$ cat config.mk
export PLATFORM = sky130hd
export DESIGN_NAME = board_ctl_reg
export DESIGN_NICKNAME = d
export VERILOG_FILES = /design/src/rtl/board_ctl_pkg.sv /design/src/rtl/bctl_pair_cell.sv /design/src/rtl/bctl_pulse_gen.sv /design/src/rtl/bctl_cfg_field.sv /design/src/rtl/board_ctl_reg.sv
export SDC_FILE = /design/constraint.sdc
export NUM_CORES = 1
export LEC_CHECK = 0
export ABC_AREA = 1
export BUFFER_PORTS_ARGS = -buffer_cell sky130_fd_sc_hd__buf_2
export CORE_MARGIN = 5
export CORE_UTILIZATION = 31
export DETAILED_ROUTE_END_ITERATION = 10
export PLACE_DENSITY = 0.73
export SLEW_MARGIN = 20
export SYNTH_ARGS = -nofsm -noshare
export SYNTH_HDL_FRONTEND = slang
export SYNTH_HIERARCHICAL = 1
export SYNTH_SLANG_ARGS = --single-unit
$ cat constraint.sdc
create_clock -name clk -period 0.8 [get_ports clk]
set_clock_uncertainty 0.1 [all_clocks]
set_input_delay 0.04 -clock clk [delete_from_list [all_inputs] [get_ports clk]]
set_output_delay 0.04 -clock clk [all_outputs]
set_load 0.02 [all_outputs]
$ cat src/rtl/board_ctl_pkg.sv
// Package: bit positions and widths of the board control word.
// Assumes a 32-bit little-endian word split into four byte lanes.
package board_ctl_pkg;
    localparam int WORD_W    = 32;
    localparam int LANES     = WORD_W / 8;
    localparam int NUM_PAIRS = 4;   // 0 proc, 1 bus, 2 board, 3 irq
    localparam int PAIR_TOP  = 31;  // set bit of pair 0
    localparam int NUM_DMA   = 4;
    localparam int DMA_LSB   = 20;
    localparam int WIDTH_BIT = 14;
    localparam int F64_BIT   = 7;
    localparam int F32_BIT   = 6;
    localparam int CFG_W     = 5;

    // Set (run/enable) bit position of pair k.
    function automatic int set_pos(input int k);
        return PAIR_TOP - 2 * k;
    endfunction

    // Clear (hold/disable) bit position of pair k.
    function automatic int clr_pos(input int k);
        return PAIR_TOP - 2 * k - 1;
    endfunction
endpackage

$ cat src/rtl/bctl_pair_cell.sv
// One held level driven by a write-one set command and a write-one clear
// command. Assumes the commands are already qualified by strobe and lane.
module bctl_pair_cell #(
    parameter bit RESET_VAL = 1'b0
) (
    input  logic clk,
    input  logic rst_n,
    input  logic set_cmd,
    input  logic clr_cmd,
    output logic level
);
    // Hold the level; clear beats set when both arrive together.
    always_ff @(posedge clk) begin
        if (!rst_n)       level <= RESET_VAL;
        else if (clr_cmd) level <= 1'b0;
        else if (set_cmd) level <= 1'b1;
    end

    a_r3_clear_wins: assert property (@(posedge clk) disable iff (!rst_n)
        clr_cmd |=> !level);
    a_r2_set_takes: assert property (@(posedge clk) disable iff (!rst_n)
        (set_cmd && !clr_cmd) |=> level);
    a_r4_no_cmd_holds: assert property (@(posedge clk) disable iff (!rst_n)
        !(set_cmd || clr_cmd) |=> $stable(level));
endmodule

$ cat src/rtl/bctl_pulse_gen.sv
// Registered single-cycle pulses, one per channel.
// Assumes each fire bit is already qualified by strobe and lane.
module bctl_pulse_gen #(
    parameter int N = 4
) (
    input  logic         clk,
    input  logic         rst_n,
    input  logic [N-1:0] fire,
    output logic [N-1:0] pulse
);
    // Each pulse lasts for the cycle after its fire request.
    always_ff @(posedge clk) begin
        if (!rst_n) pulse <= '0;
        else        pulse <= fire;
    end

    for (genvar k = 0; k < N; k++) begin : g_chk
        a_r5_one_cycle: assert property (@(posedge clk) disable iff (!rst_n)
            (pulse[k] && !fire[k]) |=> !pulse[k]);
        a_r5_fire_pulses: assert property (@(posedge clk) disable iff (!rst_n)
            fire[k] |=> pulse[k]);
    end
endmodule

$ cat src/rtl/bctl_cfg_field.sv
// Plain stored field that is overwritten by every enabled write.
// Assumes the write enable is already qualified by strobe and lane.
module bctl_cfg_field #(
    parameter int W = 5
) (
    input  logic         clk,
    input  logic         rst_n,
    input  logic         wr,
    input  logic [W-1:0] din,
    output logic [W-1:0] q
);
    // Destructive overwrite of the whole field.
    always_ff @(posedge clk) begin
        if (!rst_n)  q <= '0;
        else if (wr) q <= din;
    end

    a_r8_overwrite: assert property (@(posedge clk) disable iff (!rst_n)
        wr |=> (q == $past(din)));
    a_r9_idle_stable: assert property (@(posedge clk) disable iff (!rst_n)
        !wr |=> $stable(q));
endmodule

$ cat src/rtl/board_ctl_reg.sv
// Board control and status word. It decodes write-one commands per byte
// lane, holds the run and enable levels, emits DMA trigger pulses, keeps
// the force-width levels and the doorbell configuration field, and forms
// the read word. Assumes a single-cycle write strobe and a synchronous
// active-low reset.
module board_ctl_reg
    import board_ctl_pkg::*;
(
    input  logic               clk,
    input  logic               rst_n,
    input  logic               wr_en,
    input  logic [LANES-1:0]   wr_be,
    input  logic [WORD_W-1:0]  wr_data,
    input  logic               width_ok_in,
    output logic [WORD_W-1:0]  rd_data,
    output logic               proc_run,
    output logic               bus_run,
    output logic               board_run,
    output logic               irq_en,
    output logic [NUM_DMA-1:0] dma_kick,
    output logic               force64,
    output logic               force32,
    output logic [CFG_W-1:0]   dbell_cfg
);
    logic [WORD_W-1:0]    bit_wr;   // data bits qualified by strobe and lane
    logic [NUM_PAIRS-1:0] run_lvl;
    logic                 f64_q, f32_q;

    // Qualify each data bit by the strobe and its lane enable.
    always_comb begin
        for (int i = 0; i < WORD_W; i++)
            bit_wr[i] = wr_en & wr_be[i / 8] & wr_data[i];
    end

    for (genvar k = 0; k < NUM_PAIRS; k++) begin : g_pair
        bctl_pair_cell #(.RESET_VAL(1'b0)) u_cell (
            .clk     (clk),
            .rst_n   (rst_n),
            .set_cmd (bit_wr[set_pos(k)]),
            .clr_cmd (bit_wr[clr_pos(k)]),
            .level   (run_lvl[k])
        );
    end

    bctl_pulse_gen #(.N(NUM_DMA)) u_dma (
        .clk   (clk),
        .rst_n (rst_n),
        .fire  (bit_wr[DMA_LSB +: NUM_DMA]),
        .pulse (dma_kick)
    );

    bctl_cfg_field #(.W(CFG_W)) u_cfg (
        .clk   (clk),
        .rst_n (rst_n),
        .wr    (wr_en & wr_be[0]),
        .din   (wr_data[CFG_W-1:0]),
        .q     (dbell_cfg)
    );

    // Force-width levels: the two are exclusive and the 32-bit command wins.
    always_ff @(posedge clk) begin
        if (!rst_n) begin
            f64_q <= 1'b0;
            f32_q <= 1'b0;
        end else if (bit_wr[F32_BIT]) begin
            f64_q <= 1'b0;
            f32_q <= 1'b1;
        end else if (bit_wr[F64_BIT]) begin
            f64_q <= 1'b1;
            f32_q <= 1'b0;
        end
    end

    // Read word: pair levels with complements, status flag, force levels,
    // stored field; every other bit reads zero.
    always_comb begin
        rd_data = '0;
        for (int k = 0; k < NUM_PAIRS; k++) begin
            rd_data[set_pos(k)] = run_lvl[k];
            rd_data[clr_pos(k)] = ~run_lvl[k];
        end
        rd_data[WIDTH_BIT]   = width_ok_in;
        rd_data[F64_BIT]     = f64_q;
        rd_data[F32_BIT]     = f32_q;
        rd_data[CFG_W-1:0]   = dbell_cfg;
    end

    assign proc_run  = run_lvl[0];
    assign bus_run   = run_lvl[1];
    assign board_run = run_lvl[2];
    assign irq_en    = run_lvl[3];
    assign force64   = f64_q;
    assign force32   = f32_q;

    a_r7_force_exclusive: assert property (@(posedge clk) disable iff (!rst_n)
        !(force64 && force32));
    a_r7_f32_wins: assert property (@(posedge clk) disable iff (!rst_n)
        (wr_en && wr_be[0] && wr_data[F32_BIT]) |=> (force32 && !force64));
    a_r9_lane3_off: assert property (@(posedge clk) disable iff (!rst_n)
        !(wr_en && wr_be[3]) |=> $stable(run_lvl));
    a_r5_lane2_off: assert property (@(posedge clk) disable iff (!rst_n)
        !(wr_en && wr_be[2]) |=> (dma_kick == '0));
endmodule

# Word-level counts from Yosys, hierarchy flattened
# Index checks and enable logic that the tools add are counted.
dict set report totals {
  reg_bits 15
}
dict set report classes {
  muxes 2
  n_reduce_logical 6
  n_bitwise 22
}
# operator count
set op_table {}
lappend op_table {{$and 1x1->1} 17}
lappend op_table {{$reduce_or 2->1} 5}
lappend op_table {{$not 1->1} 5}
lappend op_table {{$mux 1} 2}
lappend op_table {{$reduce_bool 2->1} 1}

# Depth between registers and ports, before layout
# Gate-level depths: netlist of the first run.
dict set report depth {
  word_depth 4
  ltp_mapped 6
  mapped_depth_nobuf 5
}

# Hierarchy
# Netlist of the first run, hierarchy kept.
# module instances seq_area_each_um2 cells_per_inst area_each_um2
set modules_own_cells {}
lappend modules_own_cells {board_ctl_reg 1 40.0 71 409.1}
lappend modules_own_cells {bctl_cfg_field 1 100.1 31 205.2}
lappend modules_own_cells {bctl_pair_cell 4 20.0 5 35.0}
lappend modules_own_cells {bctl_pulse_gen 1 80.1 12 110.1}

# Least setup slack after synthesis of the first run
# No wires, ideal clock.
dict set report synth_timing {
  path_kind {flip-flop to flip-flop}
  start {reg force32 (netlist name)}
  end {reg f32_q, in the netlist force32}
  path_slack_ns 0.021
  setup_ns 0.070
  path_buffers 0
  stages_incl_launch_ff 3
  required_ns 0.630
  arrival_ns 0.610
  cell_sequence {dfxtp_1 nand2_1 a21oi_1}
}
# element line_no
set synth_lines {}
lappend synth_lines {{end signal, assigned} board_ctl_reg.sv:64} ;# f32_q <= 1'b0;
lappend synth_lines {{end signal, assigned} board_ctl_reg.sv:67} ;# f32_q <= 1'b1;
lappend synth_lines {{end signal, assigned} board_ctl_reg.sv:70} ;# f32_q <= 1'b0;
lappend synth_lines {{end, declared} board_ctl_reg.sv:27} ;# logic f64_q, f32_q;

# Final worst setup path of the first run
dict set report layout_timing {
  start {reg g_pair[1].u_cell.level}
  end {out rd_data[28]}
}
dict set report layout_via {
  elab_chain_cells 1
}
# element line_no
set layout_lines {}
lappend layout_lines {{start, declared} bctl_pair_cell.sv:10} ;# output logic level
lappend layout_lines {{start signal, assigned} bctl_pair_cell.sv:14} ;# if (!rst_n) level <= RESET_VAL;
lappend layout_lines {{start signal, assigned} bctl_pair_cell.sv:15} ;# else if (clr_cmd) level <= 1'b0;
lappend layout_lines {{start signal, assigned} bctl_pair_cell.sv:16} ;# else if (set_cmd) level <= 1'b1;
lappend layout_lines {{$not 1->1} board_ctl_reg.sv:80} ;# rd_data[clr_pos(k)] = ~run_lvl[k];
lappend layout_lines {{end, declared} board_ctl_reg.sv:15} ;# output logic [WORD_W-1:0] rd_data,
# No other way between the ends.

==> Implementation_results.wiki, run 1 <==
{| class="wikitable"
! Metric !! Value
|-
| Run status || complete, but fails checks
|-
| Violations in the final reports || hold timing, setup timing
|-
| Area occupied by registers || 339 sq um
|-
| CTS clock-pin slew for the worst setup and hold paths || 0.09 ns
|-
| Largest stage delay on the critical path || 0.38 ns
|-
| Number of different library cells in the post-synthesis netlist || 9
|-
| Number of buffers inserted by hold repair at cts || 12
|-
| Crit path arrival time || 0.82 ns
|-
| Mapped Area || 865 sq um
|-
| Drt first pass iters || 4
|-
| Top post-synthesis cells by area || sky130_fd_sc_hd__dfxtp_1, sky130_fd_sc_hd__buf_4, sky130_fd_sc_hd__inv_1, sky130_fd_sc_hd__nor2_1, sky130_fd_sc_hd__nand2_1
|-
| Detailed-route wire length per cell || 9.67 um
|-
| CP Launch Point || g_pair[1].u_cell/level
|-
| Async set-or-reset flop fraction in the synthesized netlist || 0%
|-
| Critical Path Fanout Max || 4
|-
| Number of design-rule violations left by the first detailed-router iteration || 23
|-
| H-tree levels || 1
|-
| CTS tree || yes
|-
| HPWL after DPL || 1410 um
|-
| Final Util || 51.6%
|-
| Area fraction of the dominant cell type after synthesis || 34.7%
|-
| Cell at the root of the clock tree || sky130_fd_sc_hd__clkbuf_4
|-
| Kind of cell adding the most delay to the critical path || flip-flops
|-
| CTS Sinks || 15
|-
| Worst Hold Slack || -0.0677 ns
|-
| Cell with the most instances after synthesis || sky130_fd_sc_hd__inv_1
|-
| Total via count after detailed routing || 815
|-
| Kind of start point of the critical path || register
|-
| Required time of the critical path || 0.66 ns
|-
| Antenna violations before repair || 0
|-
| Final Net Count || 230
|-
| Static leakage power || 0.843 nW
|-
| Final Instance Count excl. Fillers || 220
|-
| Register area share after synthesis || 34.7%
|-
| Min-delay src || wr_data[7]
|-
| Max stage delay cell, worst path || sky130_fd_sc_hd__dfxtp_4
|-
| Share of post-route cells with drive strength above 1 || 41.8%
|-
| Area of the multi-input gates || 282 sq um
|-
| Number of max-capacitance violations reported || 0
|-
| Worst ir drop on vdd || 1.03 mV
|-
| Number of fill cells || 261
|-
| Effective utilization at floorplan || 31.9%
|-
| Floorplan die area || 0.00395 sq mm
|-
| Area growth from synthesis to layout || 61.8%
|-
| Most frequent cells after synthesis || sky130_fd_sc_hd__inv_1, sky130_fd_sc_hd__nor2_1, sky130_fd_sc_hd__buf_4
|-
| DIE HEIGHT || 62.8 um
|-
| Number of buffers on the longest clock path || 2
|-
| Antenna-violating nets left || 0
|-
| Number of primary I/O pins || 87
|-
| Vias in the first global route || 726
|-
| Pin count of the biggest net entering global routing || 16
|-
| Part of the cycle the worst path needs || 120%
|-
| Count of final hold-check violations || 8
|-
| Path class of the lowest-slack min-delay path || in -> reg
|-
| Crit path capture type || output port
|-
| Buffers and inverters on the worst path || 2
|-
| Library cell occupying the most area in the post-synthesis netlist || sky130_fd_sc_hd__dfxtp_1
|-
| Total of endpoints with negative setup slack in the final report || 30
|-
| Post-synthesis area per instance || 6.45 sq um
|-
| Unrepaired setup endpoints after global routing || yes
|-
| Number of buffers inserted by port buffering || 54
|-
| Startpoint of the most critical register-to-register path || u_cfg/q[3]
|-
| Leftover overflow at the end of global routing || 0
|-
| Post-detailed-route via-to-cell ratio || 3.70
|-
| Number of standard-cell rows in the floorplan || 19
|-
| Yosys Warn Count || 6
|-
| Number of buffers added by the clock tree synthesis step || 3
|-
| Final antenna diode count || 0
|-
| Area of the core region || 0.00271 sq mm
|-
| Critical setup path kind || reg -> out
|-
| Power density over the cells || 1310 mW/mm^2
|-
| Shortest clock period the worst path allows after layout || 0.961 ns
|-
| Mapped Cells || 134
|-
| Clock latency on the worst-skew pair || 0.28 ns
|-
| Final wirelength || 2130 um
|-
| DRC violation count after routing || 0
|-
| Pins over their slew limit || 0
|-
| Max Freq || 1.04 GHz
|-
| Die boundary width || 62.8 um
|-
| Count of flip-flops with a built-in enable after synthesis || 0
|-
| Total global routing track utilization || 10.1%
|-
| Most used flip-flop cell after synthesis || sky130_fd_sc_hd__dfxtp_1
|-
| Synth Register Bits || 15
|-
| Setup ws final || -0.161 ns
|-
| Routability Congestion || 0.670
|-
| Global-route wire length before repair || 3170 um
|-
| Placed insts || 206
|-
| Ordered list of cells on the worst path || inv_2 -> buf_6
|}
==> layout by cell type (no fill, tap or decap), drive strengths merged <==
master and instances:
nand3 2, dlygate4sd3 6, nand2 23, a21oi 2, inv 32, clkbuf 3
buf 53, clkinv 1, dlymetal6s4s 6, conb 16, nor2 30, dfxtp 15
==> area by class of cell <==
class,instances,share of cell area [%]
flip-flops and latches,15,24.2
multi-input cells,73,20.1
clock inverters,1,0.358
clock buffers,3,1.61
well taps,31,2.77
inverters,32,8.59
repair buffers,65,42.3
==> worst min-delay path, delay by kind of cell <==
family	cells	cell delay, ns
AO/OA/AOI/OAI	1	0.07
buffers and inverters	1	0.10
AND/OR/NAND/NOR	1	0.09
==> logic make-up (layout without fill, tap and decap cells) <==
logic type | Yosys count | count (layout) | share of synthesized area [%]
other | 1 | 16 | 0.434
flip-flops | 15 | 15 | 34.7
AO/OA/AOI/OAI | 2 | 2 | 1.16
AND/OR/NAND/NOR | 55 | 55 | 24.2
buffers and inverters | 61 | 101 | 39.5
==> what timing repair did <==
action,CTS,global route
resized for setup,69,26
setup buffers,2,0
endpoints found under the hold margin,16,2
endpoints found under the setup margin,30,42
pin swaps,0,9
==> registers in the layout, summed over array words and instances, names as in the netlist <==
register,flops
force32,1
g_pair.u_cell/level,4
u_cfg/q,5
force64,1
u_dma/pulse,4
==> report_power, final <==
group / switching (mW) / internal (mW)
Sequential: 0.0405 / 0.775
Combinational: 0.302 / 0.269
Clock: 0.259 / 0.186
Total: 0.602 / 1.23
==> metrics by stage <==
step	TNS [ns]	hold WS (ns)	power [mW]	setup WS [ns]	area [sq um]
CTS	-4.04	-0.0783	1.86	-0.169	1350
global route	-4.37	-0.0682	1.93	-0.194	1400
floorplan	0	0.0335	1.20	0.0206	921
detailed placement	-0.343	-0.0199	1.24	-0.0514	1020
finish	-3.53	-0.0677	1.83	-0.161	1400
global placement	-0.255	-0.0199	1.24	-0.0375	1020
==> final timing paths <==
check                end  slack (ns)  cells past startpoint
max          rd_data[28]       -0.16                      2
min              force64       -0.07                      3
max reg2reg   u_cfg/q[3]        0.01                      3
min reg2reg      force64        0.38                      2
==> per-layer routing <==
metal  track usage, %  routed length, um
met5                0                  0
met4             5.57                 22
met3             2.52                232
met2             18.9               1150
met1             9.80                725
(Power assumes the default switching activity.)
==> run 2: changes to the inputs <==
--- a/config.mk
+++ b/config.mk
@@ -6,11 +6,11 @@
 export NUM_CORES = 1
 export LEC_CHECK = 0
 export ABC_AREA = 1
-export BUFFER_PORTS_ARGS = -buffer_cell sky130_fd_sc_hd__buf_2
 export CORE_MARGIN = 5
-export CORE_UTILIZATION = 31
+export CORE_UTILIZATION = 45
 export DETAILED_ROUTE_END_ITERATION = 10
-export PLACE_DENSITY = 0.73
+export DONT_BUFFER_PORTS = 1
+export PLACE_DENSITY = 0.61
 export SLEW_MARGIN = 20
 export SYNTH_ARGS = -nofsm -noshare
 export SYNTH_HDL_FRONTEND = slang
==> Implementation_results.wiki, run 2 (synthesis gave the netlist of run 1 again) <==
{| class="wikitable"
! Metric !! Value
|-
| Total via count after detailed routing || 765
|-
| CTS clock-pin slew for the worst setup and hold paths || 0.09 ns
|-
| Total non-filler cell area in the finished layout || 0.00120 sq mm
|-
| Kind of start point of the critical path || register
|-
| Most frequent standard cell in the layout excluding fill and tap cells || sky130_fd_sc_hd__inv_1
|-
| Run status || complete, but fails checks
|-
| Violations in the final reports || setup timing
|-
| Final antenna diode count || 0
|-
| Final Net Count || 203
|-
| Critical path capture point || rd_data[27]
|-
| Count of final hold-check violations || 0
|-
| CTS tree || yes
|-
| Clock latency on the worst-skew pair || 0.28 ns
|-
| Number of buffers inserted by port buffering || 0
|-
| Kind of cell adding the most delay to the critical path || flip-flops
|-
| Largest stage delay on the critical path || 0.36 ns
|-
| Max stage delay cell, worst path || sky130_fd_sc_hd__dfxtp_2
|-
| Antenna-violating nets left || 0
|-
| Total global routing track utilization || 14.3%
|-
| Startpoint of the most critical register-to-register path || force32
|-
| HPWL after DPL || 1300 um
|-
| Critical setup path kind || reg -> out
|-
| Placed insts || 157
|-
| Commonest cells after routing, fill and taps aside || sky130_fd_sc_hd__inv_1, sky130_fd_sc_hd__nor2_1, sky130_fd_sc_hd__nand2_1, sky130_fd_sc_hd__dlygate4sd3_1, sky130_fd_sc_hd__conb_1
|-
| Number of logic stages on the critical path including buffering || 1
|-
| Number of buffers added by the clock tree synthesis step || 3
|-
| Overall power || 1.70 mW
|-
| Largest registers || u_cfg/q: 5 flops, g_pair.u_cell/level: 4 flops, u_dma/pulse: 4 flops
|-
| Path class of the lowest-slack min-delay path || in -> reg
|-
| Effective utilization at floorplan || 48.5%
|-
| Drt first pass iters || 4
|-
| Crit path arrival time || 0.78 ns
|-
| FF-to-FF path depth || 3
|-
| Number of buffers on the longest clock path || 2
|-
| Cell at the root of the clock tree || sky130_fd_sc_hd__clkbuf_4
|-
| Buffers and inverters on the worst path || 1
|-
| Floorplan die area || 0.00290 sq mm
|-
| Final Instance Count excl. Fillers || 187
|-
| Area after DPL || 821 sq um
|-
| Number of design-rule violations left by the first detailed-router iteration || 4
|-
| Setup ws final || -0.124 ns
|-
| Unrepaired setup endpoints after global routing || yes
|-
| Worst ir drop on vdd || 0.773 mV
|-
| H-tree levels || 1
|-
| Routability Congestion || 0.638
|-
| DIE HEIGHT || 53.8 um
|-
| Crit path capture type || output port
|-
| Post-detailed-route via-to-cell ratio || 4.09
|-
| Die boundary width || 53.8 um
|-
| CTS Sinks || 15
|-
| Shortest clock period the worst path allows after layout || 0.924 ns
|-
| Power density over the cells || 1420 mW/mm^2
|-
| Post-route setup TNS || -2.78 ns
|-
| DRC violation count after routing || 0
|-
| Required time of the critical path || 0.66 ns
|-
| Max FFs per register || 5
|-
| Number of max-capacitance violations reported || 0
|-
| Pin count of the biggest net entering global routing || 11
|-
| Detailed-route wire length per cell || 10.4 um
|-
| Final wirelength || 1940 um
|-
| Static leakage power || 0.692 nW
|-
| Vias in the first global route || 754
|-
| Part of the cycle the worst path needs || 115%
|-
| Pins over their slew limit || 0
|-
| Area growth from synthesis to layout || 38.5%
|-
| Reg-to-reg critical path endpoint || force32
|-
| Register ranked first by flip-flop count || u_cfg/q
|-
| Critical Path Fanout Max || 3
|-
| Max Freq || 1.08 GHz
|-
| Number of primary I/O pins || 87
|-
| Total of endpoints with negative setup slack in the final report || 29
|-
| Ordered list of cells on the worst path || buf_6
|-
| Antenna violations before repair || 0
|-
| CP Launch Point || g_pair[2].u_cell/level
|-
| Worst-case register-to-register setup slack || 0.03 ns
|-
| Global-route wire length before repair || 2960 um
|-
| Share of post-route cells with drive strength above 1 || 22.8%
|-
| Number of standard-cell rows in the floorplan || 15
|-
| Area of the core region || 0.00178 sq mm
|-
| Leftover overflow at the end of global routing || 0
|}
-- run 2: metal layers --
metal	track usage [%]	share of wire [%]	up-vias
li1	-	-	385
met1	13.1	37	337
met2	27.2	52	41
met3	2.49	8.7	2
met4	11.1	1.4	0
met5	0	0	-
-- run 2: layout make-up --
cell class,count,area [sq um]
timing repair buffer,38,398
inverter,32,120
multi-input combinational,73,292
fill,149,586
sequential,15,329
tap,25,31.3
clock inverter,1,5.00
clock buffer,3,22.5
-- run 2: power breakdown --
part	internal (mW)	switching (mW)
registers	0.780	0.0333
clock network	0.185	0.241
logic	0.186	0.275
-- run 2: timing repair --
action,4_1_cts,5_1_grt
hold endpoints to repair,16,0
gates resized for setup,29,10
hold buffers,24,0
setup endpoints to repair,30,42
buffers inserted,2,0
pin swaps,0,5
-- run 2: worst min-delay path by stage --
stage	start	endpoint	slack (ns)	cells after the start
3_5_place_dp	width_ok_in	rd_data[14]	-0.02	0
4_1_cts	wr_en	u_cfg/q[2]	0.03	4
5_1_grt	wr_en	g_pair[3].u_cell/level	0.09	4
3_3_place_gp	width_ok_in	rd_data[14]	-0.02	0
2_1_floorplan	rst_n	u_dma/pulse[0]	0.03	2
6_report	wr_en	u_cfg/q[2]	0.03	4
-- run 2: metrics by stage --
stage | util [%] | setup WS (ns) | hold slack [ns]
4_1_cts | 65.6 | -0.135 | 0.0311
6_report | 67.2 | -0.124 | 0.0346
2_1_floorplan | - | 0.0206 | 0.0335
3_5_place_dp | 46.0 | 0.0799 | -0.0196
3_3_place_gp | 46.0 | 0.0970 | -0.0196
5_1_grt | 67.2 | -0.155 | 0.0912
